`src/rtl/ptg_pkg.sv`:
```
`timescale 1ns/1ps
package ptg_pkg;
    localparam int FW = 8;       // width of each timing field
    localparam int PW = 4;       // width of the dot period field
    localparam int CW = FW + 4;  // position counter width, holds five fields plus five

    typedef struct packed {
        logic          stn;
        logic [FW-1:0] vhdly;
        logic [FW-1:0] hpw;
        logic [FW-1:0] hbp;
        logic [FW-1:0] hozval;
        logic [FW-1:0] hfp;
        logic [FW-1:0] vpw;
        logic [FW-1:0] vbp;
        logic [FW-1:0] lineval;
        logic [FW-1:0] vfp;
    } tcfg_t;

    typedef struct packed {
        logic [CW-1:0] cnt;
    } ctr_t;
endpackage

```
`src/rtl/ptg_cfg_reg.sv`:
```
`timescale 1ns/1ps
module ptg_cfg_reg
    import ptg_pkg::*;
#(
    parameter int LATENCY = 12
) (
    input  logic          clk,
    input  logic          rst,
    input  logic          load,
    input  tcfg_t         cfg_in,
    input  logic [PW-1:0] period,
    output tcfg_t         cfg_q,
    output logic          err_q
);
    localparam int LW = FW + 2;
    localparam int MW = FW + PW + 2;

    typedef struct packed {
        tcfg_t cfg;
        logic  err;
    } creg_t;

    creg_t         s_d, s_q;
    logic [LW-1:0] lead;
    logic [MW-1:0] prod;

    always_comb begin
        lead = LW'(cfg_in.vhdly) + LW'(cfg_in.hpw) + LW'(cfg_in.hbp) + LW'(3);
        prod = MW'(lead) * MW'(period);
        s_d  = s_q;
        if (rst || load) begin
            s_d.cfg = cfg_in;
            if (cfg_in.stn) begin
                s_d.cfg.vbp = '0;
                s_d.cfg.vfp = '0;
            end
            s_d.err = (prod < MW'(LATENCY));
        end
    end

    always_ff @(posedge clk) begin
        s_q <= s_d;
    end

    assign cfg_q = s_q.cfg;
    assign err_q = s_q.err;
endmodule

```
`src/rtl/ptg_hcount.sv`:
```
`timescale 1ns/1ps
module ptg_hcount
    import ptg_pkg::*;
(
    input  logic          clk,
    input  logic          rst,
    input  logic          pix_en,
    input  logic [FW-1:0] vhdly,
    input  logic [FW-1:0] hpw,
    input  logic [FW-1:0] hbp,
    input  logic [FW-1:0] hozval,
    input  logic [FW-1:0] hfp,
    output logic          hsync,
    output logic          hact,
    output logic          past_start,
    output logic          line_end,
    output logic [CW-1:0] pix_x
);
    ctr_t          h_d, h_q;
    logic [CW-1:0] sync_first, sync_last, act_first, act_last, h_last;

    always_comb begin
        sync_first = CW'(vhdly) + CW'(1);
        sync_last  = CW'(vhdly) + CW'(hpw) + CW'(1);
        act_first  = CW'(vhdly) + CW'(hpw) + CW'(hbp) + CW'(3);
        act_last   = act_first + CW'(hozval);
        h_last     = act_last + CW'(hfp) + CW'(1);

        line_end = pix_en && (h_q.cnt >= h_last);
        h_d      = h_q;
        if (rst)
            h_d.cnt = '0;
        else if (line_end)
            h_d.cnt = '0;
        else if (pix_en)
            h_d.cnt = h_q.cnt + CW'(1);
    end

    always_ff @(posedge clk) begin
        h_q <= h_d;
    end

    always_comb begin
        hsync      = (h_q.cnt >= sync_first) && (h_q.cnt <= sync_last);
        past_start = (h_q.cnt >= act_first);
        hact       = past_start && (h_q.cnt <= act_last);
        pix_x      = hact ? (h_q.cnt - act_first) : '0;
    end
endmodule

```
`src/rtl/ptg_vcount.sv`:
```
`timescale 1ns/1ps
module ptg_vcount
    import ptg_pkg::*;
(
    input  logic          clk,
    input  logic          rst,
    input  logic          line_adv,
    input  logic          past_start,
    input  logic          stn,
    input  logic [FW-1:0] vpw,
    input  logic [FW-1:0] vbp,
    input  logic [FW-1:0] lineval,
    input  logic [FW-1:0] vfp,
    output logic          vsync,
    output logic          vact,
    output logic          frame_end,
    output logic [CW-1:0] line_y
);
    ctr_t          v_d, v_q;
    logic [CW-1:0] act_first, act_last, v_last, sync_last;

    always_comb begin
        sync_last = CW'(vpw);
        act_first = stn ? '0 : (CW'(vpw) + CW'(vbp) + CW'(1));
        act_last  = act_first + CW'(lineval);
        v_last    = act_last + (stn ? '0 : CW'(vfp));

        frame_end = line_adv && (v_q.cnt >= v_last);
        v_d       = v_q;
        if (rst)
            v_d.cnt = '0;
        else if (frame_end)
            v_d.cnt = '0;
        else if (line_adv)
            v_d.cnt = v_q.cnt + CW'(1);
    end

    always_ff @(posedge clk) begin
        v_q <= v_d;
    end

    always_comb begin
        if (stn)
            vsync = ((v_q.cnt == '0) && past_start)
                 || ((v_q.cnt != '0) && (v_q.cnt <= sync_last))
                 || ((v_q.cnt == sync_last + CW'(1)) && !past_start);
        else
            vsync = (v_q.cnt <= sync_last);
        vact   = (v_q.cnt >= act_first) && (v_q.cnt <= act_last);
        line_y = vact ? (v_q.cnt - act_first) : '0;
    end
endmodule

```
`src/rtl/panel_timing_gen.sv`:
```
`timescale 1ns/1ps
module panel_timing_gen
    import ptg_pkg::*;
#(
    parameter int LATENCY = 12
) (
    input  logic          clk,
    input  logic          rst,
    input  logic          pix_en,
    input  logic          cfg_stn,
    input  logic [FW-1:0] cfg_vhdly,
    input  logic [FW-1:0] cfg_hpw,
    input  logic [FW-1:0] cfg_hbp,
    input  logic [FW-1:0] cfg_hozval,
    input  logic [FW-1:0] cfg_hfp,
    input  logic [FW-1:0] cfg_vpw,
    input  logic [FW-1:0] cfg_vbp,
    input  logic [FW-1:0] cfg_lineval,
    input  logic [FW-1:0] cfg_vfp,
    input  logic [PW-1:0] cfg_dot_period,
    output logic          hsync,
    output logic          vsync,
    output logic          den,
    output logic [CW-1:0] pix_x,
    output logic [CW-1:0] line_y,
    output logic          cfg_err
);
    tcfg_t cfg_in, cfg_q;
    logic  line_end, frame_end, past_start, hact, vact;

    always_comb begin
        cfg_in.stn     = cfg_stn;
        cfg_in.vhdly   = cfg_vhdly;
        cfg_in.hpw     = cfg_hpw;
        cfg_in.hbp     = cfg_hbp;
        cfg_in.hozval  = cfg_hozval;
        cfg_in.hfp     = cfg_hfp;
        cfg_in.vpw     = cfg_vpw;
        cfg_in.vbp     = cfg_vbp;
        cfg_in.lineval = cfg_lineval;
        cfg_in.vfp     = cfg_vfp;
    end

    ptg_cfg_reg #(.LATENCY(LATENCY)) u_cfg (
        .clk    (clk),
        .rst    (rst),
        .load   (frame_end),
        .cfg_in (cfg_in),
        .period (cfg_dot_period),
        .cfg_q  (cfg_q),
        .err_q  (cfg_err)
    );

    ptg_hcount u_h (
        .clk        (clk),
        .rst        (rst),
        .pix_en     (pix_en),
        .vhdly      (cfg_q.vhdly),
        .hpw        (cfg_q.hpw),
        .hbp        (cfg_q.hbp),
        .hozval     (cfg_q.hozval),
        .hfp        (cfg_q.hfp),
        .hsync      (hsync),
        .hact       (hact),
        .past_start (past_start),
        .line_end   (line_end),
        .pix_x      (pix_x)
    );

    ptg_vcount u_v (
        .clk        (clk),
        .rst        (rst),
        .line_adv   (line_end),
        .past_start (past_start),
        .stn        (cfg_q.stn),
        .vpw        (cfg_q.vpw),
        .vbp        (cfg_q.vbp),
        .lineval    (cfg_q.lineval),
        .vfp        (cfg_q.vfp),
        .vsync      (vsync),
        .vact       (vact),
        .frame_end  (frame_end),
        .line_y     (line_y)
    );

    assign den = hact && vact;
endmodule

```
`config.mk`:
```
export PLATFORM = sky130hd
export DESIGN_NAME = panel_timing_gen
export DESIGN_NICKNAME = d
export VERILOG_FILES = /design/src/rtl/ptg_pkg.sv /design/src/rtl/ptg_cfg_reg.sv /design/src/rtl/ptg_hcount.sv /design/src/rtl/ptg_vcount.sv /design/src/rtl/panel_timing_gen.sv
export SDC_FILE = /design/constraint.sdc
export NUM_CORES = 1
export LEC_CHECK = 0
export BUFFER_PORTS_ARGS = -buffer_cell sky130_fd_sc_hd__buf_2
export CAP_MARGIN = 10
export CORE_UTILIZATION = 25
export DETAILED_ROUTE_END_ITERATION = 16
export GPL_TIMING_DRIVEN = 1
export SLEW_MARGIN = 20
export SYNTH_ARGS = -nofsm -noshare
export SYNTH_HDL_FRONTEND = slang
export SYNTH_SLANG_ARGS = --single-unit
```
`constraint.sdc`:
```
create_clock -name clk -period 13.3 [get_ports clk]
set_input_delay 0.665 -clock clk [delete_from_list [all_inputs] [get_ports clk]]
set_output_delay 0.665 -clock clk [all_outputs]
set_load 0.005 [all_outputs]
```
== After elaboration in Yosys (flattened, before gate mapping) ==
Cells that the tools add are included.

* Flip-flop bits (word level): 98
* Latch bits: 0
* Memory bits (writable): 0
* Memory bits (read-only): 0
* Input bits: 80
* Output and inout bits: 28
* Memories kept: 0

* Add/sub/neg operators: 20
* $mul: 1
* Divide/modulo/power cells: 0
* Magnitude comparators: 10
* Equal/unequal tests: 1
* Shift operators: 0
* Multiplexer cells: 5
* Bitwise operators: 0
* Reduce and logical (&&, ||, !) cells: 17

{| class="wikitable"
|+ Operator list
! cell !! number
|-
| adder 12 x 1 -> 12 bit (second input constant) || 5
|-
| >= comparator 12 bit || 5
|-
| adder 12 x 8 -> 12 bit || 4
|-
| less-or-equal comparator 12 bit || 3
|-
| 2-to-1 mux 12 bit || 3
|-
| adder 8 x 8 -> 9 bit || 3
|-
| subtractor 12 bit || 2
|-
| adder 8 x 1 -> 9 bit (second input constant) || 2
|-
| < comparator 14 x 4 -> 1 bit (second input constant) || 1
|-
| multiplier 10 x 4 -> 14 bit || 1
|-
| adder 12 bit || 1
|-
| adder 12 x 2 -> 12 bit (second input constant) || 1
|-
| equality test 12 bit || 1
|-
| less-or-equal comparator 12 x 8 -> 1 bit || 1
|-
| zero test 12 bit || 1
|-
| nonzero test 12 bit || 1
|-
| adder 10 x 2 -> 10 bit (second input constant) || 1
|-
| adder 10 x 8 -> 10 bit || 1
|-
| logical AND 1 bit || 9
|-
| 2-to-1 mux 8 bit || 1
|-
| OR reduction 2 bit || 2
|-
| logical OR 1 bit || 3
|-
| zero test 1 bit || 1
|-
| 2-to-1 mux 1 bit || 1
|}

== Depth between registers and ports, before layout ==
Gate-level depths: netlist (run 1).

* Depth in word-level cells: 10
* Gate-level depth with buffers: 31
* Mapped depth without buffers: 31

== By module ==
A second synthesis (run 1) with hierarchy kept.

* Cell total of the unflattened synthesis: 1250
* Area total of the unflattened synthesis: 11299.6 sq um

{| class="wikitable"
|+ Modules (own cells, without submodules)
! module !! instances !! cells an instance !! area an instance (sq um)
|-
| ptg_cfg_reg || 1 || 342 || 4267.8
|-
| ptg_hcount || 1 || 480 || 3847.4
|-
| ptg_vcount || 1 || 427 || 3178.0
|-
| panel_timing_gen || 1 || 1 || 6.3
|}

== Worst setup path before layout (run 1) ==
OpenSTA, ideal clock, no wires.

* Path type: register -> register
* Start: reg u_cfg.s_q, in the netlist u_cfg.cfg_q[64]
* End: reg u_cfg.s_q, in the netlist u_cfg.cfg_q[0] (enable)
* Arrival: 6.780 ns
* Data required time: 12.900 ns
* Slack: 6.119 ns
* Cell stages (with the launch flop): 29
* Path buffers: 0
* Period minus slack after synthesis: 7.181 ns
* Cells stage by stage: edfxtp_1 ha_1 fa_1 xor2_1 ha_1 ha_1 a21o_1 a21oi_1 xnor2_1 ha_1 a21o_1 a31o_2 a31oi_1 xnor2_1 ha_1 inv_1 a21oi_1 o21ai_0 a21boi_0 o21bai_1 xor2_1 ha_1 nand4_1 nor2_1 nand3_1 o21ai_0 o31a_1 nor2b_1 or2_2

* Word-level cells in the longest chain between the ends: 10

{| class="wikitable"
|+ Ends and longest elaborated chain
! element !! RTL line !! RTL
|-
| from (decl) || ptg_cfg_reg.sv:23 || <nowiki>creg_t s_d, s_q;</nowiki>
|-
| from (signal assigned) || ptg_cfg_reg.sv:42 || <nowiki>s_q <= s_d;</nowiki>
|-
| adder 8 x 8 -> 9 bit || ptg_hcount.sv:25 || <nowiki>act_first = CW'(vhdly) + CW'(hpw) + CW'(hbp) + CW'(3);</nowiki>
|-
| adder 12 x 8 -> 12 bit || ptg_hcount.sv:25 ||
|-
| adder 12 x 2 -> 12 bit || ptg_hcount.sv:25 ||
|-
| adder 12 x 8 -> 12 bit || ptg_hcount.sv:26 || <nowiki>act_last = act_first + CW'(hozval);</nowiki>
|-
| adder 12 x 8 -> 12 bit || ptg_hcount.sv:27 || <nowiki>h_last = act_last + CW'(hfp) + CW'(1);</nowiki>
|-
| adder 12 x 1 -> 12 bit || ptg_hcount.sv:27 ||
|-
| >= comparator 12 bit || ptg_hcount.sv:29 || <nowiki>line_end = pix_en && (h_q.cnt >= h_last);</nowiki>
|-
| logical AND 1 bit || ptg_hcount.sv:29 ||
|-
| logical AND 1 bit || ptg_vcount.sv:28 || <nowiki>frame_end = line_adv && (v_q.cnt >= v_last);</nowiki>
|-
| logical OR 1 bit || ptg_cfg_reg.sv:31 || <nowiki>if (rst || load) begin</nowiki>
|}

No other way between the ends.
A chain may end at the register's enable or synchronous reset.

== Worst setup path after layout (run 1) ==
* Start: reg u_cfg.s_q, in the netlist u_cfg.cfg_q[64]
* End: reg u_cfg.s_q, in the netlist u_cfg.cfg_q[40] (enable)

The elaborated chain is that of the path after synthesis.

==> impl_metrics.sql, run 1 <==
INSERT INTO impl_metrics (metric_group, metric, value, unit) VALUES
('sta', 'final.setup.worst_slack', '5020', 'ps'),
('worst_setup_path', 'worst_setup_path_end_kind', 'flip-flop', ''),
('sta', 'report.final.hold_viol_count', '0', ''),
('sta', 'fmaxAchievable', '0.121', 'GHz'),
('worst_setup_path', 'crit_path_max_fanout', '41', ''),
('min_path', 'min_path_type', 'in2reg', ''),
('clocking', 'cts_max_level', '3', ''),
('placement', 'port_buffers', '107', ''),
('yosys', 'synth_mux_area_frac', '0.00301', ''),
('yosys', 'post_synth_and_or_nand_nor_area_fraction', '0.177', ''),
('yosys', 'ys_seq_area_frac', '0.241', ''),
('worst_setup_path', 'timing.critical_path.max_delay_family', 'compound AO/OA/AOI/OAI gates', ''),
('yosys', 'post_synthesis_instance_area', '11200', 'µm²'),
('detailed_routing', 'drt-total-wl', '29100', 'µm'),
('yosys', 'yosys-top-cells-count', 'sky130_fd_sc_hd__ha_1, sky130_fd_sc_hd__inv_1, sky130_fd_sc_hd__xnor2_1, sky130_fd_sc_hd__nor2_1, sky130_fd_sc_hd__a21oi_1', ''),
('worst_setup_path', 'worst-path-stages', '29', ''),
('worst_setup_path', 'crit_path_max_incr_delay', '680', 'ps'),
('sta', 'final-setup-viol-count', '0', ''),
('yosys', 'synth_cells', '1242', ''),
('grt', 'grt_pass1_vias', '9108', ''),
('yosys', 'postSynthRegisterBits', '98', ''),
('finish', 'fillcell_total', '4686', ''),
('yosys', 'yosysWarnings', '0', ''),
('status', 'status', 'finished clean', ''),
('floorplanning', 'floorplan.initialDensity', '0.254', ''),
('clocking', 'clk_transition_reported_paths', '70', 'ps'),
('worst_setup_path', 'timing.critical_path.slowest_stage_cell', 'sky130_fd_sc_hd__nor2b_1', ''),
('floorplanning', 'die_area', '45700', 'µm²'),
('clocking', 'post_cts_hold_buffer_count', '0', ''),
('sta', 'max_slew.worst_pin.slew', '1110', 'ps'),
('detailed_routing', 'drc_errors', '0', ''),
('detailed_routing', 'route.antenna.remaining_nets', '0', ''),
('clocking', 'cts_made_buffers', '9', ''),
('sta', 'finalClockSkew', '12.7', 'ps'),
('finish', 'ratio_of_cells_with_drive_above_1_in_the_final_layout', '0.116', ''),
('worst_setup_path', 'critical_path.startpoint_type', 'flip-flop', ''),
('finish', 'layout.nets', '1654', ''),
('yosys', 'synthTopCellsByArea', 'sky130_fd_sc_hd__ha_1, sky130_fd_sc_hd__edfxtp_1, sky130_fd_sc_hd__xnor2_1', ''),
('yosys', 'synth-async-reset-ratio', '0', ''),
('power_and_ir_drop', 'power_per_cell_area', '154', 'nW/µm²'),
('yosys', 'synth_top_family_by_area', 'adder cells', ''),
('detailed_routing', 'vias_per_cell', '4.70', ''),
('placement', 'pre_cts_ws', '4930', 'ps'),
('grt', 'gr-usage-met1', '0.160', ''),
('flow_run', 'timing.max_cap.violations', '0', ''),
('min_path', 'hold_path_depth', '1', ''),
('detailed_routing', 'dr_total_vias', '9126', ''),
('grt', 'globalRouteMet2Util', '0.230', ''),
('worst_setup_path', 'crit_path_frequent_cell', 'sky130_fd_sc_hd__ha_1', ''),
('clocking', 'clk_latency_worst_skew_pair', '390', 'ps'),
('sta', 'slew_headroom', '0.255', ''),
('worst_setup_path', 'reg2regPathDepth', '29', ''),
('power_and_ir_drop', 'irDropWorstVdd', '210', 'µV'),
('sta', 'setup_repair_after_global_routing_missed_its_margin', 'false', ''),
('clocking', 'cts-root-to-sink-buffers', '2', ''),
('yosys', 'avgSynthCellArea', '9.03', 'µm²'),
('worst_setup_path', 'wp_data_arrival', '8340', 'ps'),
('grt', 'first_pass_grt_wire_length', '45800', 'µm'),
('placement', 'place.gp.congestion', '0.862', ''),
('finish', 'final_area', '12700', 'µm²'),
('yosys', 'synth_top_area_frac', '0.227', ''),
('power_and_ir_drop', 'sum_of_internal_switching_and_leakage_power', '1960', 'µW'),
('yosys', 'synth_enable_flop_cells', '74', ''),
('grt', 'largest_net_degree_at_the_start_of_global_routing', '75', ''),
('sta', 'final_min_period_over_clock_period', '0.623', ''),
('clocking', 'tritoncts', 'done', ''),
('worst_setup_path', 'timing.reg2reg.setup_slack', '5020', 'ps'),
('floorplanning', 'die_x', '214', 'µm'),
('yosys', 'synth_area_leader_cell', 'sky130_fd_sc_hd__ha_1', ''),
('placement', 'dpl_cell_area', '12400', 'µm²'),
('grt', 'global_route.peak_usage_layer', 'met2', '');
[flip-flops by register name, indices dropped and copies added, names as in the netlist]
name / count
u_cfg.err_q: 1
u_h.h_q: 12
u_cfg.cfg_q: 73
u_v.v_q: 12
[cell families (layout without fill, tap and decap cells)]
family | after synthesis | in the layout
AOI/OAI and AO/OA | 261 | 261
xor gates and xnor gates | 124 | 124
adders and majority gates | 231 | 231
buffers and inverters | 153 | 258
DFF | 98 | 98
muxes | 3 | 3
other | 1 | 3
and+or+nand+nor | 371 | 371
[power breakdown]
group	leakage (µW)	switching (µW)	total, µW	internal, µW
registers	0.000924	12.3	357	345
clock network	0.000149	136	273	136
logic	0.00485	743	1330	591
total	0.00593	892	1960	1070
[placed cells by master (no fill, tap or decap), drive strengths merged, types with 14 or more instances in the layout]
cell type and n:
fa 27, xor2 40, and2 14, a21oi 78, o21bai 16, nor2b 54, o21ai 54, a21o 40
buf 109, nand4 26, nor3 40, nand2 63, nor2 80, edfxtp 74, inv 138, dfxtp 24
nand2b 22, o21a 20, xnor2 84, nand3 23, ha 204
[per-stage QoR]
step | instances | util | hold WS, ps
after floorplan | 1243 | - | 524
after global placement | 1923 | 0.281 | 553
after detailed placement | 1923 | 0.281 | 559
after CTS | 1939 | 0.288 | 423
after global routing | 1940 | 0.288 | 435
final | 1941 | 0.288 | 451
[cell type report]
class	count	area (µm²)	area share
Timing Repair Buffer	109	563	0.0442
Antenna cell	1	2.50	0.000196
Sequential cell	98	2700	0.212
Clock buffer	10	239	0.0188
Clock inverter	6	55.1	0.00432
Tap cell	592	741	0.0581
Multi-Input combinational cell	992	7940	0.623
Inverter	133	499	0.0392
[metal layers]
| metal | vias up | routed length (µm) |
|---|---|---|
| met5 | - | 0 |
| met4 | 0 | 476 |
| met3 | 29 | 1390 |
| met2 | 189 | 14000 |
| met1 | 4318 | 13200 |
| li1 | 4590 | - |
[worst paths after layout]
check / from / to
setup / recovery: u_cfg.cfg_q[64] / u_cfg.cfg_q[40]
hold / removal: cfg_hfp[6] / u_cfg.cfg_q[38]
setup reg to reg: u_cfg.cfg_q[64] / u_cfg.cfg_q[40]
hold reg to reg: u_h.h_q[0] / u_h.h_q[0]
Power figures use the tool's default switching activity.
==> run 2: changes to the inputs <==
ABC_AREA = 1   (was unset)
clock period = 8.65 ns   (was 13.3 ns; I/O delays follow)
==> impl_metrics.sql, run 2 <==
INSERT INTO impl_metrics (metric_group, metric, value, unit) VALUES
('sta', 'finalClockSkew', '9.02', 'ps'),
('clocking', 'clk_latency_worst_skew_pair', '370', 'ps'),
('worst_setup_path', 'critical_path.reg2reg.startpoint', 'u_cfg.cfg_q[64]', ''),
('yosys', 'synth_cells', '1484', ''),
('detailed_routing', 'drt-total-wl', '28900', 'µm'),
('detailed_routing', 'firstDrtPassIters', '5', ''),
('worst_setup_path', 'startpoint_of_the_most_critical_setup_path', 'u_cfg.cfg_q[64]', ''),
('clocking', 'cts_repair_resize_count', '0', ''),
('placement', 'port_buffers', '107', ''),
('worst_setup_path', 'cp_num_buf_inv', '6', ''),
('yosys', 'post_synth_and_or_nand_nor_area_fraction', '0.220', ''),
('floorplanning', 'die_area', '46700', 'µm²'),
('finish', 'most-common-layout-cells', 'sky130_fd_sc_hd__nand2_1, sky130_fd_sc_hd__inv_1, sky130_fd_sc_hd__ha_1', ''),
('yosys', 'synth-compound-area-share', '0.0989', ''),
('detailed_routing', 'vias_per_cell', '4.39', ''),
('worst_setup_path', 'worst_setup_path_end_kind', 'flip-flop', ''),
('grt', 'grt_use_total', '0.130', ''),
('worst_setup_path', 'crit_path_max_fanout', '57', ''),
('detailed_routing', 'route.antenna.remaining_nets', '0', ''),
('yosys', 'yosysWarnings', '0', ''),
('sta', 'setup_tns', '0', 'ps'),
('worst_setup_path', 'timing.critical_path.max_delay_family', 'adder cells', ''),
('clocking', 'post_cts_hold_buffer_count', '0', ''),
('finish', 'antenna_cells', '0', ''),
('grt', 'largest_net_degree_at_the_start_of_global_routing', '58', ''),
('floorplanning', 'std_cell_rows', '78', ''),
('finish', 'final_area', '13000', 'µm²'),
('sta', 'final_min_period_over_clock_period', '0.864', ''),
('worst_setup_path', 'worst_ep_required_time', '8740', 'ps'),
('power_and_ir_drop', 'power_per_cell_area', '209', 'nW/µm²'),
('yosys', 'avgSynthCellArea', '7.72', 'µm²'),
('sta', 'final-setup-viol-count', '0', ''),
('sta', 'fmaxAchievable', '0.134', 'GHz'),
('power_and_ir_drop', 'irDropWorstVdd', '246', 'µV'),
('sta', 'fin_crit', '7480', 'ps'),
('sta', 'timing_max_transition_violations_final', '0', ''),
('flow_run', 'timing.max_cap.violations', '0', ''),
('yosys', 'synth-xor-area-share', '0.0788', ''),
('yosys', 'synth_cell_types', '50', ''),
('min_path', 'hold_path_startpoint', 'cfg_hozval[2]', ''),
('yosys', 'post_synthesis_instance_area', '11500', 'µm²'),
('sta', 'slew_headroom', '0.354', ''),
('floorplanning', 'io-pin-count', '108', ''),
('power_and_ir_drop', 'power_switching', '1230', 'µW'),
('yosys', 'synth_mux_area_frac', '0', ''),
('clocking', 'clk_transition_reported_paths', '70', 'ps'),
('placement', 'dp_hpwl', '24600', 'µm'),
('yosys', 'postSynthRegisterBits', '98', ''),
('power_and_ir_drop', 'share_comb_of_total_power', '0.639', ''),
('clocking', 'post-cts-setup-buffers', '0', ''),
('grt', 'overflow', '0', ''),
('yosys', 'ys_seq_area_frac', '0.236', ''),
('grt', 'antenna_violations_before_repair', '3', ''),
('placement', 'dpl_cell_area', '12700', 'µm²'),
('finish', 'layout.nets', '1901', ''),
('clocking', 'cts_made_buffers', '9', ''),
('yosys', 'synth_adder_area_share', '0.270', ''),
('detailed_routing', 'initialDrtViolationCount', '489', ''),
('power_and_ir_drop', 'power.static_leakage', '0.00675', 'µW'),
('detailed_routing', 'drc_errors', '0', ''),
('worst_setup_path', 'timing.critical_path.slowest_stage_cell', 'sky130_fd_sc_hd__clkinv_2', ''),
('floorplanning', 'floorplan.initialDensity', '0.253', ''),
('sta', 'setup_repair_after_global_routing_missed_its_margin', 'false', ''),
('yosys', 'synth_area_leader_cell', 'sky130_fd_sc_hd__ha_1', ''),
('sta', 'max_slew.worst_pin.slew', '963', 'ps'),
('yosys', 'yosys-top-cells-count', 'sky130_fd_sc_hd__nand2_1, sky130_fd_sc_hd__inv_1, sky130_fd_sc_hd__ha_1, sky130_fd_sc_hd__nor2_1, sky130_fd_sc_hd__a21oi_1', ''),
('min_path', 'min_path_type', 'in2reg', ''),
('sta', 'report.final.hold_viol_count', '0', ''),
('clocking', 'tritoncts', 'done', ''),
('finish', 'ff_latch_area', '2700', 'µm²'),
('yosys', 'synth_top_area_frac', '0.223', ''),
('power_and_ir_drop', 'sequentialPowerShare', '0.199', ''),
('floorplanning', 'vertical_extent_of_the_die', '216', 'µm'),
('status', 'status', 'finished clean', ''),
('grt', 'grt_pass1_vias', '9932', ''),
('detailed_routing', 'post_drt_wl_per_cell', '13.2', 'µm'),
('finish', 'fillcell_total', '4888', ''),
('worst_setup_path', 'timing.setup.critical_path_class', 'reg2reg', ''),
('finish', 'layout_commonest_cell', 'sky130_fd_sc_hd__nand2_1', ''),
('finish', 'multi_input_comb_area', '7650', 'µm²'),
('floorplanning', 'die_x', '216', 'µm'),
('power_and_ir_drop', 'internal-power', '1490', 'µW'),
('finish', 'largest_register_ffs', '73', ''),
('yosys', 'synth_enable_flop_cells', '74', ''),
('grt', 'first_pass_grt_wire_length', '48100', 'µm'),
('yosys', 'commonest_register_cell_after_synthesis', 'sky130_fd_sc_hd__edfxtp_1', ''),
('yosys', 'synthTopCellsByArea', 'sky130_fd_sc_hd__ha_1, sky130_fd_sc_hd__edfxtp_1, sky130_fd_sc_hd__nand2_1', ''),
('worst_setup_path', 'crit_path_max_incr_delay', '470', 'ps'),
('clocking', 'cts.sinks', '98', ''),
('placement', 'place.gp.congestion', '0.884', ''),
('yosys', 'post-synth-top-count-cell', 'sky130_fd_sc_hd__nand2_1', ''),
('worst_setup_path', 'critical_path.startpoint_type', 'flip-flop', ''),
('clocking', 'cts_root_buf', 'sky130_fd_sc_hd__clkbuf_16', ''),
('finish', 'ratio_of_cells_with_drive_above_1_in_the_final_layout', '0.118', ''),
('worst_setup_path', 'wp_data_arrival', '7570', 'ps'),
('yosys', 'synth_top_family_by_area', 'adder cells', ''),
('clocking', 'cts-root-to-sink-buffers', '2', ''),
('detailed_routing', 'dr_total_vias', '9630', ''),
('power_and_ir_drop', 'pwr-share-clk', '0.163', ''),
('finish', 'syn_to_final_growth', '13.6', '%'),
('floorplanning', 'core-area', '45300', 'µm²'),
('power_and_ir_drop', 'power.share.switching', '0.452', ''),
('yosys', 'synth-async-reset-ratio', '0', ''),
('clocking', 'cts_max_level', '3', '');
[run 2: final cells by class]
cell class,instances,share of cell area
Clock buffer,9,0.0173
Sequential cell,98,0.208
Inverter,275,0.0796
Tap cell,600,0.0577
Clock inverter,7,0.00702
Multi-Input combinational cell,1098,0.588
Timing Repair Buffer,108,0.0427
[run 2: worst paths after layout]
kind | end | slack (ps) | cells after the start
hold reg to reg | u_h.h_q[0] | 540 | 2
setup reg to reg | u_cfg.cfg_q[49] | 1170 | 34
hold / removal | u_cfg.cfg_q[42] | 230 | 1
setup / recovery | u_cfg.cfg_q[49] | 1170 | 34
[run 2: power by group through the flow]
stage	Sequential [µW]	Clock, µW	Combinational, µW
detailed placement	552	0	1740
global placement	552	0	1680
finish	541	443	1740
global route	543	472	2040
CTS	542	455	1750
floorplan	546	0	1390
[run 2: metrics by stage]
stage | util | cells | hold WS, ps | setup slack (ps) | power [µW]
detailed placement | 0.280 | 2179 | 530 | 1130 | 2290
global route | 0.287 | 2195 | 218 | 325 | 3060
finish | 0.287 | 2195 | 231 | 1170 | 2720
floorplan | - | 1485 | 489 | 1380 | 1930
global placement | 0.280 | 2179 | 511 | 1270 | 2230
CTS | 0.287 | 2195 | 212 | 1100 | 2750
[run 2: per-layer routing]
| metal | vias up | GRT usage | share of wire |
|---|---|---|---|
| li1 | 5053 | - | - |
| met1 | 4337 | 0.164 | 0.47 |
| met2 | 169 | 0.213 | 0.45 |
| met3 | 65 | 0.0193 | 0.037 |
| met4 | 6 | 0.0664 | 0.041 |
| met5 | - | 0 | 0.0017 |
[run 2: worst register-to-register path: cells and delay by family (launching register included)]
| kind | cells | cell delay (ps) |
|---|---|---|
| flops | 1 | 440 |
| xor+xnor | 4 | 820 |
| buf+inv | 6 | 1120 |
| compound gates | 8 | 1420 |
| simple gates | 9 | 1080 |
| fa+ha+maj | 7 | 2260 |
[run 2: cells by family after synthesis]
family / count (synthesis)
buffers and inverters: 289
adder cells (fa/ha/maj): 231
other: 1
AND/OR/NAND/NOR: 567
AO/OA/AOI/OAI: 195
XOR/XNOR: 103
flip-flops: 98
